<file path="config.mk">
export PLATFORM = sky130hd
export DESIGN_NAME = seg_xlate
export DESIGN_NICKNAME = d
export VERILOG_FILES = /design/src/rtl/seg_pkg.sv /design/src/rtl/seg_table.sv /design/src/rtl/seg_check.sv /design/src/rtl/seg_xlate.sv
export SDC_FILE = /design/constraint.sdc
export NUM_CORES = 1
export LEC_CHECK = 0
export CORE_UTILIZATION = 40
export CTS_BUF_LIST = sky130_fd_sc_hd__clkbuf_16
export DETAILED_ROUTE_END_ITERATION = 10
export GPL_TIMING_DRIVEN = 0
export PLACE_DENSITY = 0.66
export SYNTH_ARGS = -nofsm -noshare
export SYNTH_HDL_FRONTEND = slang
export SYNTH_SLANG_ARGS = --single-unit
</file>
<file path="constraint.sdc">
create_clock -name clk -period 6.9 [get_ports clk]
set_clock_uncertainty 0.1 [all_clocks]
set_input_delay 1.38 -clock clk [delete_from_list [all_inputs] [get_ports clk]]
set_output_delay 1.38 -clock clk [all_outputs]
set_load 0.02 [all_outputs]
</file>
<file path="src/rtl/seg_pkg.sv">
package seg_pkg;

  typedef enum logic [1:0] {
    OP_READ  = 2'b00,
    OP_WRITE = 2'b01,
    OP_FETCH = 2'b10,
    OP_RSVD  = 2'b11
  } op_e;

  typedef enum logic [1:0] {
    CAUSE_NONE  = 2'b00,
    CAUSE_LIMIT = 2'b01,
    CAUSE_PROT  = 2'b10
  } cause_e;

  localparam int RIGHTS_W = 3;
  localparam int RT_READ  = 0;
  localparam int RT_WRITE = 1;
  localparam int RT_FETCH = 2;

endpackage

</file>
<file path="src/rtl/seg_table.sv">
module seg_table #(
  parameter int NSEG  = 16,
  parameter int IDX_W = 4,
  parameter int PA_W  = 20
) (
  input  logic                          clk,
  input  logic                          rst,
  input  logic                          wr_en,
  input  logic [IDX_W-1:0]              wr_idx,
  input  logic [PA_W-1:0]               wr_base,
  input  logic [PA_W-1:0]               wr_limit,
  input  logic [seg_pkg::RIGHTS_W-1:0]  wr_rights,
  input  logic [IDX_W-1:0]              rd_idx,
  output logic [PA_W-1:0]               rd_base,
  output logic [PA_W-1:0]               rd_limit,
  output logic [seg_pkg::RIGHTS_W-1:0]  rd_rights
);

  // base and limit: plain RAM without reset (distributed RAM inference)
  logic [PA_W-1:0] base_mem  [NSEG];
  logic [PA_W-1:0] limit_mem [NSEG];

  always_ff @(posedge clk) begin
    if (wr_en) begin
      base_mem[wr_idx]  <= wr_base;
      limit_mem[wr_idx] <= wr_limit;
    end
  end

  // rights: flops with reset so the table starts out denying everything
  logic [seg_pkg::RIGHTS_W-1:0] rights_q [NSEG];

  for (genvar g = 0; g < NSEG; g++) begin : g_rights
    always_ff @(posedge clk) begin
      if (rst) begin
        rights_q[g] <= '0;
      end else if (wr_en && (wr_idx == IDX_W'(g))) begin
        rights_q[g] <= wr_rights;
      end
    end
  end

  assign rd_base   = base_mem[rd_idx];
  assign rd_limit  = limit_mem[rd_idx];
  assign rd_rights = rights_q[rd_idx];

endmodule

</file>
<file path="src/rtl/seg_check.sv">
module seg_check #(
  parameter int PA_W  = 20,
  parameter int OFF_W = 12
) (
  input  logic [PA_W-1:0]               base,
  input  logic [PA_W-1:0]               limit,
  input  logic [seg_pkg::RIGHTS_W-1:0]  rights,
  input  logic [OFF_W-1:0]              offset,
  input  logic [1:0]                    op,
  output logic                          fault,
  output seg_pkg::cause_e               cause,
  output logic [PA_W-1:0]               paddr
);
  import seg_pkg::*;

  localparam int SUM_W = PA_W + 1;

  logic [SUM_W-1:0] sum;
  logic             allowed;
  logic             over;

  assign sum = {1'b0, base} + {{(SUM_W-OFF_W){1'b0}}, offset};

  always_comb begin
    unique case (op)
      OP_READ:  allowed = rights[RT_READ];
      OP_WRITE: allowed = rights[RT_WRITE];
      OP_FETCH: allowed = rights[RT_FETCH];
      default:  allowed = 1'b0;
    endcase
  end

  assign over = sum[PA_W] || (sum[PA_W-1:0] > limit);

  always_comb begin
    if (!allowed) begin
      cause = CAUSE_PROT;
    end else if (over) begin
      cause = CAUSE_LIMIT;
    end else begin
      cause = CAUSE_NONE;
    end
    fault = (cause != CAUSE_NONE);
    paddr = fault ? '0 : sum[PA_W-1:0];
  end

endmodule

</file>
<file path="src/rtl/seg_xlate.sv">
module seg_xlate #(
  parameter int VA_W  = 16,
  parameter int SEG_W = 4,
  parameter int PA_W  = 20
) (
  input  logic             clk,
  input  logic             rst,
  input  logic             req_valid,
  input  logic [VA_W-1:0]  req_vaddr,
  input  logic [1:0]       req_op,
  input  logic             cfg_we,
  input  logic [SEG_W-1:0] cfg_idx,
  input  logic [PA_W-1:0]  cfg_base,
  input  logic [PA_W-1:0]  cfg_limit,
  input  logic [2:0]       cfg_rights,
  output logic             rsp_valid,
  output logic             rsp_fault,
  output logic [1:0]       rsp_cause,
  output logic [PA_W-1:0]  rsp_paddr
);
  import seg_pkg::*;

  localparam int OFF_W = VA_W - SEG_W;
  localparam int NSEG  = 1 << SEG_W;

  logic [SEG_W-1:0]    seg_sel;
  logic [OFF_W-1:0]    seg_off;
  logic [PA_W-1:0]     d_base;
  logic [PA_W-1:0]     d_limit;
  logic [RIGHTS_W-1:0] d_rights;
  logic                c_fault;
  cause_e              c_cause;
  logic [PA_W-1:0]     c_paddr;

  assign seg_sel = req_vaddr[VA_W-1:OFF_W];
  assign seg_off = req_vaddr[OFF_W-1:0];

  seg_table #(
    .NSEG (NSEG),
    .IDX_W(SEG_W),
    .PA_W (PA_W)
  ) u_table (
    .clk      (clk),
    .rst      (rst),
    .wr_en    (cfg_we),
    .wr_idx   (cfg_idx),
    .wr_base  (cfg_base),
    .wr_limit (cfg_limit),
    .wr_rights(cfg_rights),
    .rd_idx   (seg_sel),
    .rd_base  (d_base),
    .rd_limit (d_limit),
    .rd_rights(d_rights)
  );

  seg_check #(
    .PA_W (PA_W),
    .OFF_W(OFF_W)
  ) u_check (
    .base  (d_base),
    .limit (d_limit),
    .rights(d_rights),
    .offset(seg_off),
    .op    (req_op),
    .fault (c_fault),
    .cause (c_cause),
    .paddr (c_paddr)
  );

  always_ff @(posedge clk) begin
    if (rst || !req_valid) begin
      rsp_valid <= 1'b0;
      rsp_fault <= 1'b0;
      rsp_cause <= 2'b00;
      rsp_paddr <= '0;
    end else begin
      rsp_valid <= 1'b1;
      rsp_fault <= c_fault;
      rsp_cause <= c_cause;
      rsp_paddr <= c_paddr;
    end
  end

endmodule

</file>
==> results of run 1 <==
-- per-stage QoR --
stage	power, W	TNS (ps)	util	area [um^2]
after detailed placement	0.00578	-56300	0.446	31400
after CTS	0.00949	0	0.481	33800
after global routing	0.00973	-3.63	0.481	33800
after floorplan	0.00545	0	-	28500
final	0.00945	0	0.481	33800
after global placement	0.00574	-151230	0.436	30600
-- timing repair --
action	CTS	global route
endpoints found under the setup margin	22	22
resized for setup	60	21
pin swaps	1	1
cloned	0	0
-- layer usage --
metal / GRT usage / routed length [um]
met5: 0 / 41
met4: 0.0657 / 1580
met3: 0.0409 / 4660
met2: 0.327 / 34800
met1: 0.249 / 27600
-- worst min path at each step --
stage / start / endpoint / cells past startpoint
floorplan: u_table.base_mem[14][17] / rsp_paddr[17] / 5
global placement: u_table.base_mem[4][13] / rsp_paddr[13] / 5
detailed placement: u_table.base_mem[7][13] / rsp_paddr[13] / 5
CTS: u_table.base_mem[7][13] / rsp_paddr[13] / 5
global route: u_table.base_mem[15][17] / rsp_paddr[17] / 5
finish: u_table.base_mem[7][13] / rsp_paddr[13] / 5
-- state kept, by name, indices dropped and copies added, names as in the netlist --
| name | flops |
|---|---|
| rsp_cause | 2 |
| u_table.limit_mem | 320 |
| rsp_paddr | 20 |
| u_table.base_mem | 320 |
| u_table.rights_q | 48 |
| rsp_fault | 1 |
| rsp_valid | 1 |
-- worst reg2reg max path: stages (launching register included) --
cell	delay, ps
edfxtp_1	380
mux4_2	470
mux4_2	520
ha_1	260
fa_1	480
a211oi_2	280
o21ai_0	180
nand2_1	150
a32oi_2	190
nand4_1	170
xor2_2	200
ha_1	300
a2111oi_2	310
a21oi_1	130
o31ai_2	350
o31ai_4	150
clkbuf_4	250
nor3b_4	280
-- power by group through the flow --
stage	clock, W	sequential (W)	combinational [W]
after global routing	0.00396	0.00487	0.000897
after global placement	0	0.00496	0.000780
after floorplan	0	0.00496	0.000487
after detailed placement	0	0.00496	0.000821
final	0.00374	0.00487	0.000844
after CTS	0.00378	0.00487	0.000839
-- synthesized netlist by cell type (9+ instances only) --
library cell  number
edfxtp_1         688
mux4_2           205
and2_1            50
inv_1             33
ha_1              32
clkbuf_1          24
dfxtp_1           24
nor2_1            21
nand2_1           19
buf_2             18
a21oi_1           16
nor3_1            16
or2_2             14
xnor2_1           13
mux2i_1           12
nand2b_1          12
buf_1             10
o21ai_0            9
-- layout make-up --
type	instances	area share
clock buffer	74	0.0548
sequential	712	0.625
multi-input combinational	512	0.209
inverter	34	0.00385
buffer	57	0.0140
antenna	1	0.0000740
clock inverter	59	0.0121
tap	940	0.0348
timing repair buffer	117	0.0460
-- cell families after synthesis --
group	after synthesis	synth area share
xor+xnor	17	0.00522
buf+inv	96	0.0167
simple gates	176	0.0379
flops	712	0.741
mux	217	0.166
fa+ha+maj	33	0.0147
compound gates	69	0.0181
==> summary.md, run 1 <==
| Metric | Value |
|---|---|
| Seq/Total Area, Yosys | `0.741` |
| Critical Path Max Stage Delay | `530 ps` |
| Internal power | `0.00732 W` |
| Synth top area cells | `edfxtp_1 72%, mux4_2 16%, dfxtp_1 1.7%` |
| # fillers | `5,607` |
| Final Hold Viols | `0` |
| Sw Pwr | `0.00213 W` |
| Final setup fails | `0` |
| Register Area | `0.0211 mm^2` |
| Tcrit/Tclk final | `0.956` |
| Worst relative slew slack | `0.250` |
| Sequential group share of total power | `0.515` |
| Final worst slack | `302 ps` |
| CP startpoint | `req_vaddr[13]` |
| Global-route wire length before repair | `98.7 mm` |
| Pleak | `10.9 nW` |
| Most frequent cells in the layout | `688 x edfxtp_1, 205 x mux4_2, 89 x clkdlybuf4s50_1, 74 x clkbuf_16, 50 x and2_1` |
| Core area | `0.0703 mm^2` |
| Final net count | `1,609` |
| Final hold slack | `1020 ps` |
| Critical path depth | `21` |
| Worst setup endpoint | `rsp_paddr[7]` |
| Ys Warns | `0` |
| # port buffers | `90` |
| CP top delay family | `compound AO/OA/AOI/OAI gates` |
| Bufs and invs on worst path | `5` |
| WL final | `68.6 mm` |
| Vias per inst | `5.55` |
| Clock sinks | `712` |
| Initial antenna violation count | `5` |
| Worst Path Required | `7320 ps` |
| Reg clk slew, reported paths | `60 ps` |
| Sw Share | `0.226` |
| Root Driver | `clkbuf_16` |
| Crit path capture type | `flop` |
| Vias in the first global route | `14,400` |
| DRC Markers | `0` |
| Max Transition Viols Final | `0` |
| Initial Util | `0.406` |
| Worst-Skew Late Latency | `630 ps` |
| Syn nets | `1,422` |
| Slew @ Worst Pin | `1120 ps` |
| CP max stage cell | `mux4_2` |
| Post-synth EDFFs | `688` |
| DRT iter0 DRCs | `1,262` |
| Comb pwr share | `0.089` |
| Multi-input gate area | `0.00707 mm^2` |
| WS Path Type | `in2reg` |
| Startpoint Class | `input port` |
| Syn_area_per_cell | `21.6 um^2` |
| CTS tree | `yes` |
| Chip height | `269 um` |
| Final Critical Period | `6600 ps` |
| Power Dens Cells | `280 mW/mm^2` |
| Share of cells above drive strength 1 | `0.272` |
| Gp weighted congestion | `0.827` |
| Reg-to-Reg Start | `u_table.base_mem[14][0]` |
| Top Ports | `93` |
| Synth async-reset ratio | `0` |
| FF-to-FF path depth | `17` |
| Layout Cells excl Fill | `2,506` |
| Yosys top cell by area | `edfxtp_1` |
| Clock Path Buffers | `3` |
| Via count | `13,900` |
| WL/cell | `27.4 um` |
| Worst-path fanout max | `28` |
| CP cell instances | `clkdlybuf4s15_2, buf_12, clkbuf_8, buf_4, mux4_2, mux4_2, ha_1, o21ai_0, a221oi_1, nand3_1, nand3_1, nand4_1, xnor2_2, ha_1, o21a_1, o21ai_0, a21oi_1, o31ai_2, o31ai_4, clkbuf_4, nor3b_4` |
| Distinct cells, synth | `60` |
| Post-CTS setup repair buffer count | `0` |
| Flops & latches, synth | `712` |
| FF-to-FF End | `rsp_paddr[7]` |
| Cts bufs inserted | `73` |
| Syn Inst Count | `1,320` |
| Clock power frac | `0.395` |
| Hold Crit Class | `reg2reg` |
| Ys flop type | `edfxtp_1` |
| Row cnt | `97` |
| Setup WS pre-CTS | `-2790 ps` |
| Largest net degree at the start of global routing | `41` |
| Area grow syn2layout | `18.5%` |
| Hold Buf Count CTS | `0` |
| Die width | `269 um` |
| Combined area of all synthesized cells | `0.0285 mm^2` |
| Gr usage total | `0.194` |
| Total die area | `0.0724 mm^2` |
| Arr. time, crit path | `7020 ps` |
| Reg-to-reg slack, setup | `1660 ps` |
| Placed cells | `2,377` |
| Status | `finished, final reports clean` |
| VDD IR max | `185 uV` |
| Fmax | `152 MHz` |
| Routed Antenna Nets | `0` |
| # H-tree levels | `3` |
| # Max-Cap Violations | `0` |
| Yosys top cell area share | `0.724` |
| DP Wirelength | `43.9 mm` |
| Most common cell after layout, fill and taps aside | `edfxtp_1` |
| GRT overflow | `0` |
| Pre-Repair DR Iteration Count | `5` |
(Power assumes the default switching activity.)
==> inputs of run 2 (changes only) <==
==> constraint.sdc (replaced) <==
create_clock -name clk -period 6.9 [get_ports clk]
set_clock_uncertainty 0.1 [all_clocks]
set_input_delay 1.035 -clock clk [delete_from_list [all_inputs] [get_ports clk]]
set_output_delay 1.035 -clock clk [all_outputs]
set_load 0.02 [all_outputs]
==> summary.md, run 2 (synthesized netlist as in run 1, its figures left out) <==
| Metric | Value |
|---|---|
| Worst-Skew Late Latency | `610 ps (was 630 ps)` |
| Initial antenna violation count | `5 (unchanged)` |
| Biggest regs | `u_table.base_mem: 320 flops, u_table.limit_mem: 320 flops, u_table.rights_q: 48 flops (unchanged)` |
| GR Layer Usage met2 | `0.337 (was 0.327)` |
| Die width | `269 um (unchanged)` |
| DP Wirelength | `44.3 mm (was 43.9 mm)` |
| Startpoint Class | `input port (unchanged)` |
| Final worst slack | `315 ps (was 302 ps)` |
| Reg clk slew, reported paths | `60 ps (about the same)` |
| Clock sinks | `712 (unchanged)` |
| Vias in the first global route | `14,400 (about the same)` |
| DRC Markers | `0 (unchanged)` |
| Most common cell after layout, fill and taps aside | `edfxtp_1 (unchanged)` |
| Worst relative slew slack | `0.181 (was 0.250)` |
| Worst-path fanout max | `10 (was 28)` |
| Final Util | `0.479 (was 0.481)` |
| Pleak | `10.9 nW (about the same)` |
| Status | `finished, final reports clean (unchanged)` |
| # fillers | `5,607 (unchanged)` |
| # Max-Cap Violations | `0 (unchanged)` |
| WL final | `69.4 mm (was 68.6 mm)` |
| Final Hold Viols | `0 (unchanged)` |
| Setup WS pre-CTS | `-2560 ps (was -2790 ps)` |
| Top Ports | `93 (unchanged)` |
| Layout Cells excl Fill | `2,501 (was 2,506)` |
| Core area | `0.0703 mm^2 (unchanged)` |
| # H-tree levels | `3 (unchanged)` |
| RSZ-0062 raised after global routing | `false` |
| Register Area | `0.0211 mm^2 (unchanged)` |
| Most frequent cells in the layout | `688 x edfxtp_1, 205 x mux4_2, 89 x clkdlybuf4s50_1, 75 x clkbuf_16, 50 x and2_1 (was 688 x edfxtp_1, 205 x mux4_2, 89 x clkdlybuf4s50_1, 74 x clkbuf_16, 50 x and2_1)` |
| Fmax | `152 MHz (about the same)` |
| Row cnt | `97 (unchanged)` |
| Power Dens Cells | `279 mW/mm^2 (was 280 mW/mm^2)` |
| Final setup fails | `0 (unchanged)` |
| Hold Crit Class | `reg2reg (unchanged)` |
| Clock Path Buffers | `3 (unchanged)` |
| Arr. time, crit path | `6990 ps (was 7020 ps)` |
| Via count | `14,000 (was 13,900)` |
| Final net count | `1,609 (unchanged)` |
| WL/cell | `27.8 um (was 27.4 um)` |
| Routed Antenna Nets | `0 (unchanged)` |
| Crit path capture type | `flop (unchanged)` |
| Total die area | `0.0724 mm^2 (unchanged)` |
| Tcrit/Tclk final | `0.954 (was 0.956)` |
| Slew @ Worst Pin | `1230 ps (was 1120 ps)` |
| Final Critical Period | `6580 ps (was 6600 ps)` |
| Root Driver | `clkbuf_16 (unchanged)` |
| Worst Path Required | `7310 ps (was 7320 ps)` |
| CTS tree | `yes (unchanged)` |
| CP max stage cell | `mux4_2 (unchanged)` |
| # port buffers | `90 (unchanged)` |
| M3 GR Usage | `0.0343 (was 0.0409)` |
| Initial Util | `0.406 (unchanged)` |
| GRT overflow | `0 (unchanged)` |
| CP dominant cell by count | `buf_6` |
| Share of cells above drive strength 1 | `0.273 (was 0.272)` |
| Cts bufs inserted | `71 (was 73)` |
| Area grow syn2layout | `18.1% (was 18.5%)` |
| Gp weighted congestion | `0.827 (about the same)` |
| Reg-to-reg slack, setup | `1570 ps (was 1660 ps)` |
| WS Path Type | `in2reg (unchanged)` |
| GR met1 Demand/Resource | `0.254 (was 0.249)` |
| Overall power | `0.00938 W (was 0.00945 W)` |
| Ant. Diodes | `0 (was 1)` |
| Multi-input gate area | `0.00706 mm^2 (was 0.00707 mm^2)` |
| CP cell instances | `buf_6, buf_12, buf_12, buf_6, buf_4, buf_6, mux4_2, mux4_2, ha_1, fa_1, a211oi_2, o21ai_0, nand2_1, a32oi_2, nand4_1, xor2_2, ha_1, a2111oi_1, a21oi_1, o31ai_2, o31ai_4, buf_2, nor3b_2 (was clkdlybuf4s15_2, buf_12, clkbuf_8, buf_4, mux4_2, mux4_2, ha_1, o21ai_0, a221oi_1, nand3_1, nand3_1, nand4_1, xnor2_2, ha_1, o21a_1, o21ai_0, a21oi_1, o31ai_2, o31ai_4, clkbuf_4, nor3b_4)` |
| DRT iter0 DRCs | `1,448 (was 1,262)` |
| Largest net degree at the start of global routing | `41 (unchanged)` |
| Chip height | `269 um (unchanged)` |
| Critical Path Max Stage Delay | `520 ps (was 530 ps)` |
| Pre-Repair DR Iteration Count | `5 (unchanged)` |
| VDD IR max | `175 uV (was 185 uV)` |
| Gr usage total | `0.197 (was 0.194)` |
| Global-route wire length before repair | `99.8 mm (was 98.7 mm)` |
| Placed cells | `2,376 (was 2,377)` |
| Most Crowded Layer GR | `met2 (unchanged)` |
| Vias per inst | `5.60 (was 5.55)` |
| Max Transition Viols Final | `0 (unchanged)` |
-- run 2: changes by cell type in the layout (fill, tap and decap cells not counted), moves of 2 or more --
cell,delta
buf_16,-6
clkbuf_2,+3
clkinv_1,-3
inv_4,+3
clkbuf_4,-3
clkinv_8,-2
buf_8,+3
buf_6,+3
nor3b_2,+2
inv_1,-3
-- run 2: through the flow --
stage / hold slack, ps / setup TNS, ps / cell area [um^2]
floorplan: 835 / 0 / 28500
global route: 1030 / 0 / 33700
finish: 955 / 0 / 33700
global placement: 948 / -66090 / 30600
detailed placement: 951 / -51890 / 31300
CTS: 956 / 0 / 33600
-- run 2: final timing paths --
path                                         startpoint            end  cells after the start
worst max register to register   u_table.base_mem[7][0]   rsp_paddr[7]                     17
worst min register to register  u_table.base_mem[4][13]  rsp_paddr[13]                      5
worst max-delay path                      req_vaddr[12]   rsp_paddr[7]                     23
worst min-delay path            u_table.base_mem[4][13]  rsp_paddr[13]                      5
-- run 2: worst max-delay path, delay by kind of cell --
family	cells	cell delay, ps
multiplexers	2	1020
AO/OA/AOI/OAI	7	1630
AND/OR/NAND/NOR	3	620
adder cells (fa/ha/maj)	3	1020
XOR/XNOR	1	220
buffers and inverters	7	1400
-- run 2: repair_timing --
item / CTS / global route
gates resized for setup: 50 / 17
pin swaps: 0 / 1
gates cloned: 0 / 0
hold buffers: 0 / 0
setup buffers: 0 / 0
setup endpoints to repair: 22 / 22
endpoints found under the hold margin: 0 / 0
-- run 2: final cells by class --
cell class                 instances  area share
inverter                          34     0.00394
clock buffer                      75      0.0557
clock inverter                    52     0.00992
buffer                            60      0.0139
timing repair buffer             116      0.0441
tap                              940      0.0349
sequential                       712       0.628
multi-input combinational        512       0.210
-- run 2: layer usage --
metal / part of all wire / up-vias
li1: - / 5881
met1: 0.40 / 7473
met2: 0.51 / 525
met3: 0.063 / 116
met4: 0.025 / 10
met5: 0.00096 / -
-- run 2: report_power, final --
part	total (W)	switching, W	internal (W)
registers	0.00487	0.0000253	0.00484
logic	0.000839	0.000476	0.000362
clock network	0.00367	0.00159	0.00208
total	0.00938	0.00210	0.00729
